File: src/rtl/evtimer_regs_pkg.sv
package evtimer_regs_pkg;

  localparam int ADDR_W = 10;
  localparam int DATA_W = 32;
  localparam int CNT_W  = 64;
  localparam int MIN_CH = 3;
  localparam int WIN_CH = 24;   // groups that fit between 0x100 and 0x3FF

  localparam logic [ADDR_W-1:0] OFF_CAP_LO = 10'h000;
  localparam logic [ADDR_W-1:0] OFF_CAP_HI = 10'h004;
  localparam logic [ADDR_W-1:0] OFF_GCFG   = 10'h010;
  localparam logic [ADDR_W-1:0] OFF_ISR    = 10'h020;
  localparam logic [ADDR_W-1:0] OFF_CNT_LO = 10'h0F0;
  localparam logic [ADDR_W-1:0] OFF_CNT_HI = 10'h0F4;
  localparam logic [ADDR_W-1:0] OFF_CH_BASE = 10'h100;

  localparam logic [4:0] CH_CFG_LO = 5'h00;
  localparam logic [4:0] CH_CFG_HI = 5'h04;
  localparam logic [4:0] CH_CMP_LO = 5'h08;
  localparam logic [4:0] CH_CMP_HI = 5'h0C;
  localparam logic [4:0] CH_RT_LO  = 5'h10;
  localparam logic [4:0] CH_RT_HI  = 5'h14;

  localparam logic [DATA_W-1:0] CAP_BASE     = 32'h8086_A001;
  localparam logic [DATA_W-1:0] CH_CFG_WMASK = 32'h0000_7F4E;
  localparam logic [DATA_W-1:0] CH_CFG_RO    = 32'h0000_0030;
  localparam logic [1:0]        GCFG_WMASK   = 2'b11;

  typedef enum logic [3:0] {
    RD_NONE, RD_CAP_LO, RD_CAP_HI, RD_GCFG, RD_ISR, RD_CNT_LO, RD_CNT_HI,
    RD_CH_CFG_LO, RD_CH_CFG_HI, RD_CH_CMP_LO, RD_CH_CMP_HI, RD_CH_RT_LO, RD_CH_RT_HI
  } rdSel_e;

  typedef struct packed {
    logic   wrGcfg;
    logic   wrIsr;
    logic   wrCntLo;
    logic   wrCntHi;
    logic   wrChCfg;
    logic   wrChCmpLo;
    logic   wrChCmpHi;
    logic   wrChRtLo;
    logic   wrChRtHi;
    logic   rdStb;
    rdSel_e rdSel;
    logic [4:0] chIdx;
  } strobes_t;

  function automatic int clampCh(int cfg, int maxCh);
    int hi;
    hi = (maxCh > WIN_CH) ? WIN_CH : maxCh;
    if (cfg < MIN_CH) return MIN_CH;
    if (cfg > hi) return hi;
    return cfg;
  endfunction

endpackage

File: src/rtl/evtimer_regs_ctrl.sv
module evtimer_regs_ctrl
  import evtimer_regs_pkg::*;
#(
  parameter int NumCh = 3
) (
  input  logic [ADDR_W-1:0] busAddr,
  input  logic              busWrEn,
  input  logic              busRdEn,
  input  logic [1:0]        busSize,
  output strobes_t          st
);

  localparam logic [4:0] NumChW   = 5'(NumCh);
  localparam logic [4:0] BaseGrp  = OFF_CH_BASE[9:5];

  logic       wordOk;
  logic       inChWin;
  logic       chValid;
  logic [4:0] chIdx;
  logic [4:0] chOff;
  logic       wr;

  assign wordOk  = (busSize == 2'b10);
  assign inChWin = (busAddr >= OFF_CH_BASE);
  assign chIdx   = busAddr[9:5] - BaseGrp;
  assign chOff   = busAddr[4:0];
  assign chValid = inChWin && (chIdx < NumChW);
  assign wr      = busWrEn && wordOk;

  always_comb begin
    st = '0;
    st.rdSel = RD_NONE;
    st.chIdx = chIdx;
    st.rdStb = busRdEn;
    if (chValid) begin
      unique case (chOff)
        CH_CFG_LO: begin st.wrChCfg   = wr; st.rdSel = RD_CH_CFG_LO; end
        CH_CFG_HI: begin                    st.rdSel = RD_CH_CFG_HI; end
        CH_CMP_LO: begin st.wrChCmpLo = wr; st.rdSel = RD_CH_CMP_LO; end
        CH_CMP_HI: begin st.wrChCmpHi = wr; st.rdSel = RD_CH_CMP_HI; end
        CH_RT_LO:  begin st.wrChRtLo  = wr; st.rdSel = RD_CH_RT_LO;  end
        CH_RT_HI:  begin st.wrChRtHi  = wr; st.rdSel = RD_CH_RT_HI;  end
        default: ;
      endcase
    end else if (!inChWin) begin
      unique case (busAddr)
        OFF_CAP_LO: st.rdSel = RD_CAP_LO;
        OFF_CAP_HI: st.rdSel = RD_CAP_HI;
        OFF_GCFG:   begin st.wrGcfg  = wr; st.rdSel = RD_GCFG;   end
        OFF_ISR:    begin st.wrIsr   = wr; st.rdSel = RD_ISR;    end
        OFF_CNT_LO: begin st.wrCntLo = wr; st.rdSel = RD_CNT_LO; end
        OFF_CNT_HI: begin st.wrCntHi = wr; st.rdSel = RD_CNT_HI; end
        default: ;
      endcase
    end
    // Sub-word reads return zero
    if (!wordOk) st.rdSel = RD_NONE;
  end

endmodule

File: src/rtl/evtimer_regs_dp.sv
module evtimer_regs_dp
  import evtimer_regs_pkg::*;
#(
  parameter int              NumCh         = 3,
  parameter logic [31:0]     CLK_PERIOD_FS = 32'd10_000_000,
  parameter logic [31:0]     ROUTE_CAP     = 32'h0000_0004
) (
  input  logic                  clk,
  input  logic                  rstN,
  input  strobes_t              st,
  input  logic [DATA_W-1:0]     wrData,
  input  logic [NumCh-1:0]      irqSet,
  output logic [DATA_W-1:0]     rdData,
  output logic [CNT_W-1:0]      counter,
  output logic                  globalEnable,
  output logic                  legacyRoute,
  output logic [NumCh*32-1:0]   chCfg,
  output logic [NumCh*64-1:0]   chCmp,
  output logic [NumCh*64-1:0]   chRoute,
  output logic [NumCh-1:0]      chArm,
  output logic [NumCh-1:0]      chDisarm,
  output logic [NumCh-1:0]      irqClear
);

  localparam logic [DATA_W-1:0] CapLo = CAP_BASE | (32'(NumCh - 1) << 8);

  logic [1:0]          gcfgQ;
  logic [NumCh-1:0]    isrQ;
  logic [CNT_W-1:0]    cntQ;
  logic [DATA_W-1:0]   cfgQ [NumCh];
  logic [63:0]         cmpQ [NumCh];
  logic [63:0]         rtQ  [NumCh];
  logic [NumCh-1:0]    programmed;
  logic [NumCh-1:0]    clrMask;
  logic                enRise, enFall;
  logic [DATA_W-1:0]   selCfg;
  logic [63:0]         selCmp, selRt;
  logic [DATA_W-1:0]   rdNext;

  assign globalEnable = gcfgQ[0];
  assign legacyRoute  = gcfgQ[1];
  assign counter      = cntQ;
  assign enRise       = st.wrGcfg &&  wrData[0] && !gcfgQ[0];
  assign enFall       = st.wrGcfg && !wrData[0] &&  gcfgQ[0];
  assign clrMask      = st.wrIsr ? wrData[NumCh-1:0] : '0;

  // Global configuration
  always_ff @(posedge clk) begin
    if (!rstN)          gcfgQ <= '0;
    else if (st.wrGcfg) gcfgQ <= wrData[1:0] & GCFG_WMASK;
  end

  // Main counter: runs while enabled, loadable per half only while held
  always_ff @(posedge clk) begin
    if (!rstN)              cntQ <= '0;
    else if (gcfgQ[0])      cntQ <= cntQ + 64'd1;
    else if (st.wrCntLo)    cntQ[31:0]  <= wrData;
    else if (st.wrCntHi)    cntQ[63:32] <= wrData;
  end

  // Interrupt status: set from channels wins over write-one clear
  always_ff @(posedge clk) begin
    if (!rstN) begin
      isrQ     <= '0;
      irqClear <= '0;
    end else begin
      isrQ     <= (isrQ & ~clrMask) | irqSet;
      irqClear <= clrMask & isrQ;
    end
  end

  // Per-channel register groups
  for (genvar i = 0; i < NumCh; i++) begin : g_ch
    logic sel;
    assign sel = (st.chIdx == 5'(i));

    always_ff @(posedge clk) begin
      if (!rstN) begin
        cfgQ[i] <= '0;
        cmpQ[i] <= '1;
        rtQ[i]  <= '0;
      end else if (sel) begin
        if (st.wrChCfg)   cfgQ[i]        <= wrData & CH_CFG_WMASK;
        if (st.wrChCmpLo) cmpQ[i][31:0]  <= wrData;
        if (st.wrChCmpHi) cmpQ[i][63:32] <= wrData;
        if (st.wrChRtLo)  rtQ[i][31:0]   <= wrData;
        if (st.wrChRtHi)  rtQ[i][63:32]  <= wrData;
      end
    end

    assign programmed[i]           = (cmpQ[i] != '1);
    assign chCfg[i*32 +: 32]       = cfgQ[i];
    assign chCmp[i*64 +: 64]       = cmpQ[i];
    assign chRoute[i*64 +: 64]     = rtQ[i];
  end

  // Arm / disarm pulses on enable edges
  always_ff @(posedge clk) begin
    if (!rstN) begin
      chArm    <= '0;
      chDisarm <= '0;
    end else begin
      chArm    <= enRise ? programmed : '0;
      chDisarm <= enFall ? '1 : '0;
    end
  end

  // Channel read select
  always_comb begin
    selCfg = '0;
    selCmp = '0;
    selRt  = '0;
    for (int i = 0; i < NumCh; i++) begin
      if (st.chIdx == 5'(i)) begin
        selCfg = cfgQ[i];
        selCmp = cmpQ[i];
        selRt  = rtQ[i];
      end
    end
  end

  always_comb begin
    unique case (st.rdSel)
      RD_CAP_LO:    rdNext = CapLo;
      RD_CAP_HI:    rdNext = CLK_PERIOD_FS;
      RD_GCFG:      rdNext = {30'd0, gcfgQ};
      RD_ISR:       rdNext = 32'(isrQ);
      RD_CNT_LO:    rdNext = cntQ[31:0];
      RD_CNT_HI:    rdNext = cntQ[63:32];
      RD_CH_CFG_LO: rdNext = selCfg | CH_CFG_RO;
      RD_CH_CFG_HI: rdNext = ROUTE_CAP;
      RD_CH_CMP_LO: rdNext = selCmp[31:0];
      RD_CH_CMP_HI: rdNext = selCmp[63:32];
      RD_CH_RT_LO:  rdNext = selRt[31:0];
      RD_CH_RT_HI:  rdNext = selRt[63:32];
      default:      rdNext = '0;
    endcase
  end

  always_ff @(posedge clk) begin
    if (!rstN)         rdData <= '0;
    else if (st.rdStb) rdData <= rdNext;
  end

endmodule

File: src/rtl/evtimer_regs.sv
module evtimer_regs
  import evtimer_regs_pkg::*;
#(
  parameter int          NUM_CH_CFG    = 3,
  parameter int          MAX_CH        = 8,
  parameter logic [31:0] CLK_PERIOD_FS = 32'd10_000_000,
  parameter logic [31:0] ROUTE_CAP     = 32'h0000_0004,
  localparam int         NumCh         = clampCh(NUM_CH_CFG, MAX_CH)
) (
  input  logic                clk,
  input  logic                rstN,
  input  logic [9:0]          busAddr,
  input  logic                busWrEn,
  input  logic                busRdEn,
  input  logic [1:0]          busSize,
  input  logic [31:0]         busWrData,
  output logic [31:0]         busRdData,
  input  logic [NumCh-1:0]    irqSet,
  output logic                globalEnable,
  output logic                legacyRoute,
  output logic [63:0]         counter,
  output logic [NumCh*32-1:0] chCfg,
  output logic [NumCh*64-1:0] chCmp,
  output logic [NumCh*64-1:0] chRoute,
  output logic [NumCh-1:0]    chArm,
  output logic [NumCh-1:0]    chDisarm,
  output logic [NumCh-1:0]    irqClear
);

  strobes_t st;

  evtimer_regs_ctrl #(.NumCh(NumCh)) u_ctrl (
    .busAddr (busAddr),
    .busWrEn (busWrEn),
    .busRdEn (busRdEn),
    .busSize (busSize),
    .st      (st)
  );

  evtimer_regs_dp #(
    .NumCh         (NumCh),
    .CLK_PERIOD_FS (CLK_PERIOD_FS),
    .ROUTE_CAP     (ROUTE_CAP)
  ) u_dp (
    .clk          (clk),
    .rstN         (rstN),
    .st           (st),
    .wrData       (busWrData),
    .irqSet       (irqSet),
    .rdData       (busRdData),
    .counter      (counter),
    .globalEnable (globalEnable),
    .legacyRoute  (legacyRoute),
    .chCfg        (chCfg),
    .chCmp        (chCmp),
    .chRoute      (chRoute),
    .chArm        (chArm),
    .chDisarm     (chDisarm),
    .irqClear     (irqClear)
  );

endmodule

File: config.mk
export PLATFORM = sky130hd
export DESIGN_NAME = evtimer_regs
export DESIGN_NICKNAME = d
export VERILOG_FILES = /design/src/rtl/evtimer_regs_pkg.sv /design/src/rtl/evtimer_regs_ctrl.sv /design/src/rtl/evtimer_regs_dp.sv /design/src/rtl/evtimer_regs.sv
export SDC_FILE = /design/constraint.sdc
export NUM_CORES = 1
export LEC_CHECK = 0
export BUFFER_PORTS_ARGS = -buffer_cell sky130_fd_sc_hd__buf_2
export CAP_MARGIN = 5
export CORE_AREA = 2 2 246 248
export DETAILED_ROUTE_END_ITERATION = 10
export DIE_AREA = 0 0 248 250
export PLACE_DENSITY_LB_ADDON = 0.1
export SLEW_MARGIN = 0
export SYNTH_ARGS = -nofsm -noshare
export SYNTH_HDL_FRONTEND = slang
export SYNTH_SLANG_ARGS = --single-unit
File: constraint.sdc
create_clock -name clk -period 7.1 [get_ports clk]
set_input_delay 0.71 -clock clk [delete_from_list [all_inputs] [get_ports clk]]
set_output_delay 0.71 -clock clk [all_outputs]
set_load 0.03 [all_outputs]
==> results of run 1 <==
==> worst max-delay path, stage by stage <==
cell	delay [ns]
buf_2	0.16
inv_1	0.08
ha_1	0.27
nor3b_2	0.46
nand3_1	0.25
nor3b_1	0.52
nand3_4	0.87
o21ai_4	1.31
==> per-layer routing <==
layer	routed length [µm]	up-vias	share of wire [%]	GRT usage, %
li1	-	9625	-	-
met1	48300	11700	39	55.7
met2	55100	1618	45	57.3
met3	16500	196	13	10.8
met4	3420	6	2.8	9.91
met5	34	-	0.028	0
==> how the worst min path moves through the flow <==
stage / from / to / slack, ns / depth (start not counted)
CTS: irqSet[0] / u_dp.isrQ[0]$_SDFF_PN0_ / 0.30 / 3
finish: irqSet[0] / u_dp.isrQ[0]$_SDFF_PN0_ / 0.33 / 3
global placement: u_dp.isrQ[2]$_SDFF_PN0_ / u_dp.irqClear[2]$_SDFF_PN0_ / 0.49 / 1
floorplan: u_dp.isrQ[2]$_SDFF_PN0_ / u_dp.irqClear[2]$_SDFF_PN0_ / 0.47 / 1
global route: irqSet[0] / u_dp.isrQ[0]$_SDFF_PN0_ / 0.33 / 3
detailed placement: u_dp.isrQ[2]$_SDFF_PN0_ / u_dp.irqClear[2]$_SDFF_PN0_ / 0.50 / 1
==> flip-flops by register name (all words and copies together), names as in the netlist <==
| register | flops |
|---|---|
| u_dp.chArm | 3 |
| u_dp.rdData | 32 |
| u_dp.cmpQ | 192 |
| u_dp.cfgQ | 33 |
| u_dp.chDisarm | 1 |
| u_dp.counter | 64 |
| u_dp.isrQ | 3 |
| u_dp.irqClear | 3 |
| u_dp.gcfgQ | 2 |
| u_dp.rtQ | 192 |
==> power groups by stage <==
stage	clock (mW)	sequential (mW)	combinational [mW]
floorplan	0	3.84	0.245
detailed placement	0	3.63	0.797
global route	3.15	3.58	0.830
CTS	3.04	3.57	0.799
finish	3.03	3.57	0.810
global placement	0	3.63	0.800
==> layout by cell type, fill, tap and decap left out, drive strengths merged, types with 22 or more instances in the layout <==
master,n
a211oi,27
a21oi,128
and2,229
buf,611
clkbuf,84
conb,63
dfxtp,108
edfxtp,417
inv,22
mux2,52
mux2i,106
mux4,28
nand2,132
nand3,33
nand4,66
nor2,77
nor2b,41
nor4,26
o21ai,153
or3,196
xnor2,33
xor2,26
==> cell families (layout without fill, tap and decap cells) <==
group | after synthesis | after routing | share of synthesized area (%)
multiplexers | 186 | 186 | 8.53
buffers and inverters | 286 | 738 | 5.12
flip-flops | 525 | 525 | 55.0
AO/OA/AOI/OAI | 450 | 450 | 10.4
adder cells (fa/ha/maj) | 4 | 4 | 0.187
XOR/XNOR | 59 | 59 | 1.93
other | 1 | 64 | 0.0140
AND/OR/NAND/NOR | 873 | 873 | 18.8
==> per-stage QoR <==
stage	utilization [%]	cells	setup WS [ns]	hold slack (ns)
2_1_floorplan	-	2446	2.02	0.475
6_report	53.5	3681	2.62	0.327
3_5_place_dp	50.3	3571	2.08	0.500
4_1_cts	53.5	3680	2.72	0.300
3_3_place_gp	50.3	3571	2.19	0.495
5_1_grt	53.5	3680	2.44	0.330
==> area by class of cell <==
cell class,count,area share [%]
inverter,18,0.212
sequential,525,46.1
antenna,1,0.00786
tap,782,3.07
multi-input combinational,1635,34.8
timing repair buffer,611,9.92
clock buffer,84,5.18
clock inverter,25,0.703
==> summary.txt, run 1 <==
Status: completed
Register area: 14700 µm²
Worst Path Arrival: 4.71 ns
Num ports: 638
Die width: 248 µm
Switching Fraction: 28.2%
Final setup viols: 0
Synth top area cells: edfxtp_1 (47%), dfxtp_1 (8.1%), and2_1 (5.3%)
Via density: 6.28
Synth Area per Inst: 11.2 µm²
Die Height: 250 µm
RSZ-0062 raised after global routing: false
Multi-input logic area: 11100 µm²
Reg-to-reg slack, setup: 3.63 ns
CP required: 7.34 ns
Yosys cell types: 75
Core footprint: 59600 µm²
Power density cells: 233 nW/µm²
DRT Pass-1 Iters: 8
Combinational Power Share: 10.9%
Global-route wire length before repair: 168000 µm
Internal power: 5.33 mW
# clock sinks: 525
Vias in the first global route: 21000
Top-count cell post-synth: edfxtp_1
Number of flops mapped to enable cells by yosys: 417
Flops & latches, synth: 525
Largest area contributor in the netlist: edfxtp_1
Post-cts sizing count: 0
Ys flop type: edfxtp_1
Worst skew pair latency: 0.64 ns
Ys Warns: 0
CP Capture Point: u_dp.cmpQ[2][42]$_SDFFCE_PN1P_
Asr flop ratio synth: 0%
Design Area, Final: 31800 µm²
Overall routed net length: 123000 µm
Final ANT Viol Nets: 0
Reg power frac: 48.2%
Sequential share of the synthesized area: 55.0%
Pwr Total: 7.42 mW
# hold bufs at CTS: 0
Crit Reg-Reg Startpoint: u_dp.counter[0]$_SDFFE_PN0P_
Drc violations: 0
Max-slew violation count: 0
Row count: 90
Lkg Pwr: 12.4 nW
Worst Tran Pin Value: 1.35 ns
GP Congestion: 0.998
Worst reg2reg path depth: 8
Layout Nets: 2904
Clk_skew: 0.0203 ns
Clock share of power: 40.9%
Postcts setup bufs: 0
Worst Path Max Fanout: 99
Max Fclk: 0.223 GHz
Die area: 62000 µm²
Layout cells sized above 1: 28.1%
Max Cap Viol: 0
Dpl hpwl: 90100 µm
TNS Setup: 0 ns
Vias: 23100
Top post-synthesis cells by count: edfxtp_1 (417), and2_1 (228), or3_1 (196), clkbuf_1 (166), o21ai_0 (152)
Kind of critical path: input pin to flop
HP Class: input pin to flop
Starting density of the core: 44.8%
Clock-pin slew on the worst setup and hold paths: 0.06 ns
Peak supply drop: 0.200 mV
Area post-placement: 30000 µm²
Psw: 2.09 mW
Top cell type's share of synthesized area: 46.9%
Final hold vios: 0
TritonCTS Buffers: 58
Total track usage: 38.7%
Filler Cell Count: 5314
Setup crit end kind: flop
Rel. slew slack: 10.0%
Total gr overflow: 0
Largest net degree at the start of global routing: 100
Root buffer cell: clkbuf_16
WL per Instance: 33.5 µm
Starting DRT DRC Count: 3440
H-Tree Depth: 2
CTS tree: done
Synthesized instance count: 2384
Tmin final: 4.48 ns
Worst R2R End: u_dp.counter[54]$_SDFFE_PN0P_
Crit share post-route: 63.1%
Crit path from: busAddr[8]
Synth Cell Area: 26700 µm²
Area Growth Syn to Fin: 19.2%
Largest buffer count on any clock path: 3
Initial antenna violation count: 12
PortBufs: 574
CP Launch Type: input pin
(Power assumes the default switching activity.)
==> inputs of run 2 (changes only) <==
ABC_AREA = 1   (was unset)
CORE_AREA = 2 2 248 250   (was 2 2 246 248)
DIE_AREA = 0 0 250 252   (was 0 0 248 250)
clock period = 3.65 ns   (was 7.1 ns; I/O delays follow)
==> summary.txt, run 2 <==
Status: completed (unchanged)
Core footprint: 60100 µm² (was 59600 µm²)
Yosys cell types: 45 (was 75)
Final setup viols: 0 (unchanged)
Max Fclk: 0.324 GHz
Crit share post-route: 84.6%
Rel. slew slack: 23.2% (was 10.0%)
Non-filler cells, final: 4405 (was 3681)
Filler Cell Count: 5770 (was 5314)
Tmin final: 3.09 ns
Placed cells: 4295 (was 3571)
Largest area contributor in the netlist: edfxtp_1 (unchanged)
Die area: 63000 µm² (was 62000 µm²)
Worst Path Max Fanout: 5 (was 99)
Clk_skew: 0.0178 ns (was 0.0203 ns)
Overall routed net length: 129000 µm (was 123000 µm)
Layout cells sized above 1: 22.2% (was 28.1%)
CTS tree: done (unchanged)
Max-slew violation count: 0 (unchanged)
Flops & latches, synth: 525 (unchanged)
Largest buffer count on any clock path: 3 (unchanged)
Dpl hpwl: 96600 µm (was 90100 µm)
GR Util met2: 59.5% (was 57.3%)
Drc violations: 0 (unchanged)
Multi-input logic area: 9770 µm² (was 11100 µm²)
Top Usage Layer GRT: met2 (unchanged)
Worst Tran Pin Value: 1.14 ns (was 1.35 ns)
Worst Path Arrival: 3.62 ns (was 4.71 ns)
Kind of critical path: flop to flop (was input pin to flop)
Lkg Pwr: 12.8 nW (was 12.4 nW)
GP Congestion: 1.06 (was 0.998)
Synth Cell Area: 25900 µm² (was 26700 µm²)
Worst skew pair latency: 0.65 ns (was 0.64 ns)
H-Tree Depth: 2 (unchanged)
Max Cap Viol: 0 (unchanged)
Ys flop type: edfxtp_1 (unchanged)
Final hold vios: 0 (unchanged)
# clock sinks: 525 (unchanged)
Top post-synthesis cells by count: nand2_1 (988), nor2_1 (423), edfxtp_1 (417), inv_1 (156), nand3_1 (156) (was edfxtp_1 (417), and2_1 (228), or3_1 (196), clkbuf_1 (166), o21ai_0 (152))
Top cell type's share of synthesized area: 48.3% (was 46.9%)
Most frequent cells in the layout: nand2_1 (988), buf_2 (574), nor2_1 (419) (was buf_2 (572), edfxtp_1 (417), and2_1 (228))
Row count: 90 (unchanged)
Top-count cell post-synth: nand2_1 (was edfxtp_1)
Setup crit end kind: flop (unchanged)
Ys Warns: 0 (unchanged)
Layout Nets: 3630 (was 2904)
PortBufs: 574 (unchanged)
Number of flops mapped to enable cells by yosys: 417 (unchanged)
DRT Pass-1 Iters: 6 (was 8)
Power density cells: 451 nW/µm² (was 233 nW/µm²)
TritonCTS Buffers: 57 (was 58)
Antenna cells: 0 (was 1)
CP required: 4.19 ns (was 7.34 ns)
Die Height: 252 µm (was 250 µm)
Total track usage: 39.7% (was 38.7%)
Initial antenna violation count: 6 (was 12)
Starting DRT DRC Count: 4023 (was 3440)
Die width: 250 µm (was 248 µm)
Root buffer cell: clkbuf_16 (unchanged)
RSZ-0062 raised after global routing: false (unchanged)
CP Launch Type: flop (was input pin)
HP Class: input pin to flop (unchanged)
WL per Instance: 29.4 µm (was 33.5 µm)
Global-route wire length before repair: 179000 µm (was 168000 µm)
Post-cts sizing count: 0 (unchanged)
Area Growth Syn to Fin: 22.0% (was 19.2%)
Synth Area per Inst: 8.55 µm² (was 11.2 µm²)
Starting density of the core: 43.1% (was 44.8%)
Synthesized instance count: 3031 (was 2384)
Vias: 26100 (was 23100)
Register area: 14700 µm² (about the same)
Met1 Usage GRT: 54.3% (was 55.7%)
GR Util met3: 11.3% (was 10.8%)
Vias in the first global route: 24000 (was 21000)
Via density: 5.93 (was 6.28)
Largest net degree at the start of global routing: 72 (was 100)
Final ANT Viol Nets: 0 (unchanged)
Num ports: 638 (unchanged)
Synth top area cells: edfxtp_1 (48%), nand2_1 (14%), dfxtp_1 (8.3%) (was edfxtp_1 (47%), dfxtp_1 (8.1%), and2_1 (5.3%))
Clock-pin slew on the worst setup and hold paths: 0.07 ns (was 0.06 ns)
Asr flop ratio synth: 0% (unchanged)
Fin util: 52.6% (was 53.5%)
Postcts setup bufs: 0 (unchanged)
Sequential share of the synthesized area: 56.6% (was 55.0%)
Total gr overflow: 0 (unchanged)
Peak supply drop: 0.368 mV (was 0.200 mV)
Commonest non-fill, non-tap cell in the layout: nand2_1 (was buf_2)
-- run 2: changes by cell type in the layout (fill, tap and decap cells not counted), sizes merged, moves of 33 or more --
cell and delta:
and2 -229, o21ai -51, nand3 +126, inv +150, nor2b -41, mux2i -106, nor2 +357, nand2 +866
mux2 -52, or3 -196, a31oi +43, a22o +33, buf +42
-- run 2: worst paths after layout --
path	start	endpoint	slack (ns)	depth (start not counted)
hold / removal	busWrData[27]	u_dp.counter[59]$_SDFFE_PN0P_	0.04	3
hold reg to reg	u_dp.rdData[0]$_SDFFE_PN0P_	u_dp.rdData[0]$_SDFFE_PN0P_	0.47	2
setup reg to reg	u_dp.counter[15]$_SDFFE_PN0P_	u_dp.counter[43]$_SDFFE_PN0P_	0.56	12
setup / recovery	u_dp.counter[15]$_SDFFE_PN0P_	u_dp.counter[43]$_SDFFE_PN0P_	0.56	12
-- run 2: stage by stage --
step | setup WS, ns | hold slack, ns | power, mW | setup TNS [ns] | cell area (µm²)
finish | 0.564 | 0.0434 | 14.2 | 0 | 31600
global route | 0.550 | 0.0536 | 14.5 | 0 | 31600
CTS | 0.666 | 0.0236 | 14.2 | 0 | 31600
floorplan | -0.515 | 0.438 | 7.87 | -98.82 | 26200
global placement | 0.547 | 0.454 | 8.51 | 0 | 29800
detailed placement | 0.593 | 0.457 | 8.51 | 0 | 29800
-- run 2: layer usage --
| layer | up-vias | wire (µm) |
|---|---|---|
| li1 | 11100 | - |
| met3 | 298 | 17700 |
| met4 | 4 | 5960 |
| met2 | 2032 | 56300 |
| met5 | - | 22 |
| met1 | 12700 | 49500 |
-- run 2: kinds of logic after synthesis --
group / synth area share [%]
fa+ha+maj: 0.193
flops: 56.6
compound gates: 7.11
buf+inv: 7.12
simple gates: 27.6
xor+xnor: 1.28
other cells: 0.0145
-- run 2: what timing repair did --
item | in CTS | in global routing
endpoints found under the setup margin | 0 | 0
hold buffers | 3 | 0
hold endpoints to repair | 3 | 0
-- run 2: cell type report --
class / instances / share of cell area (%)
Tap cell: 782 / 3.09
Sequential cell: 525 / 46.4
Timing Repair Buffer: 656 / 11.7
Multi-Input combinational cell: 2161 / 30.9
Inverter: 174 / 2.09
Clock buffer: 74 / 4.91
Clock inverter: 33 / 0.854
-- run 2: power by group --
group	internal, mW	total (mW)	switching, mW	leakage [nW]
logic	0.272	1.44	1.17	6.93
registers	6.69	6.98	0.289	4.94
clock network	3.22	5.82	2.60	0.900
-- run 2: worst max-delay path, stage by stage (launching register included) --
cell     delay (ns)
dfxtp_1        0.47
inv_1          0.20
nor3_1         0.50
nand2_1        0.12
nor3_1         0.62
nand3_1        0.24
inv_1          0.22
nand3_1        0.13
xor2_1         0.17
a21oi_1        0.13
o21ai_0        0.09
nand2_1        0.07
inv_1          0.04
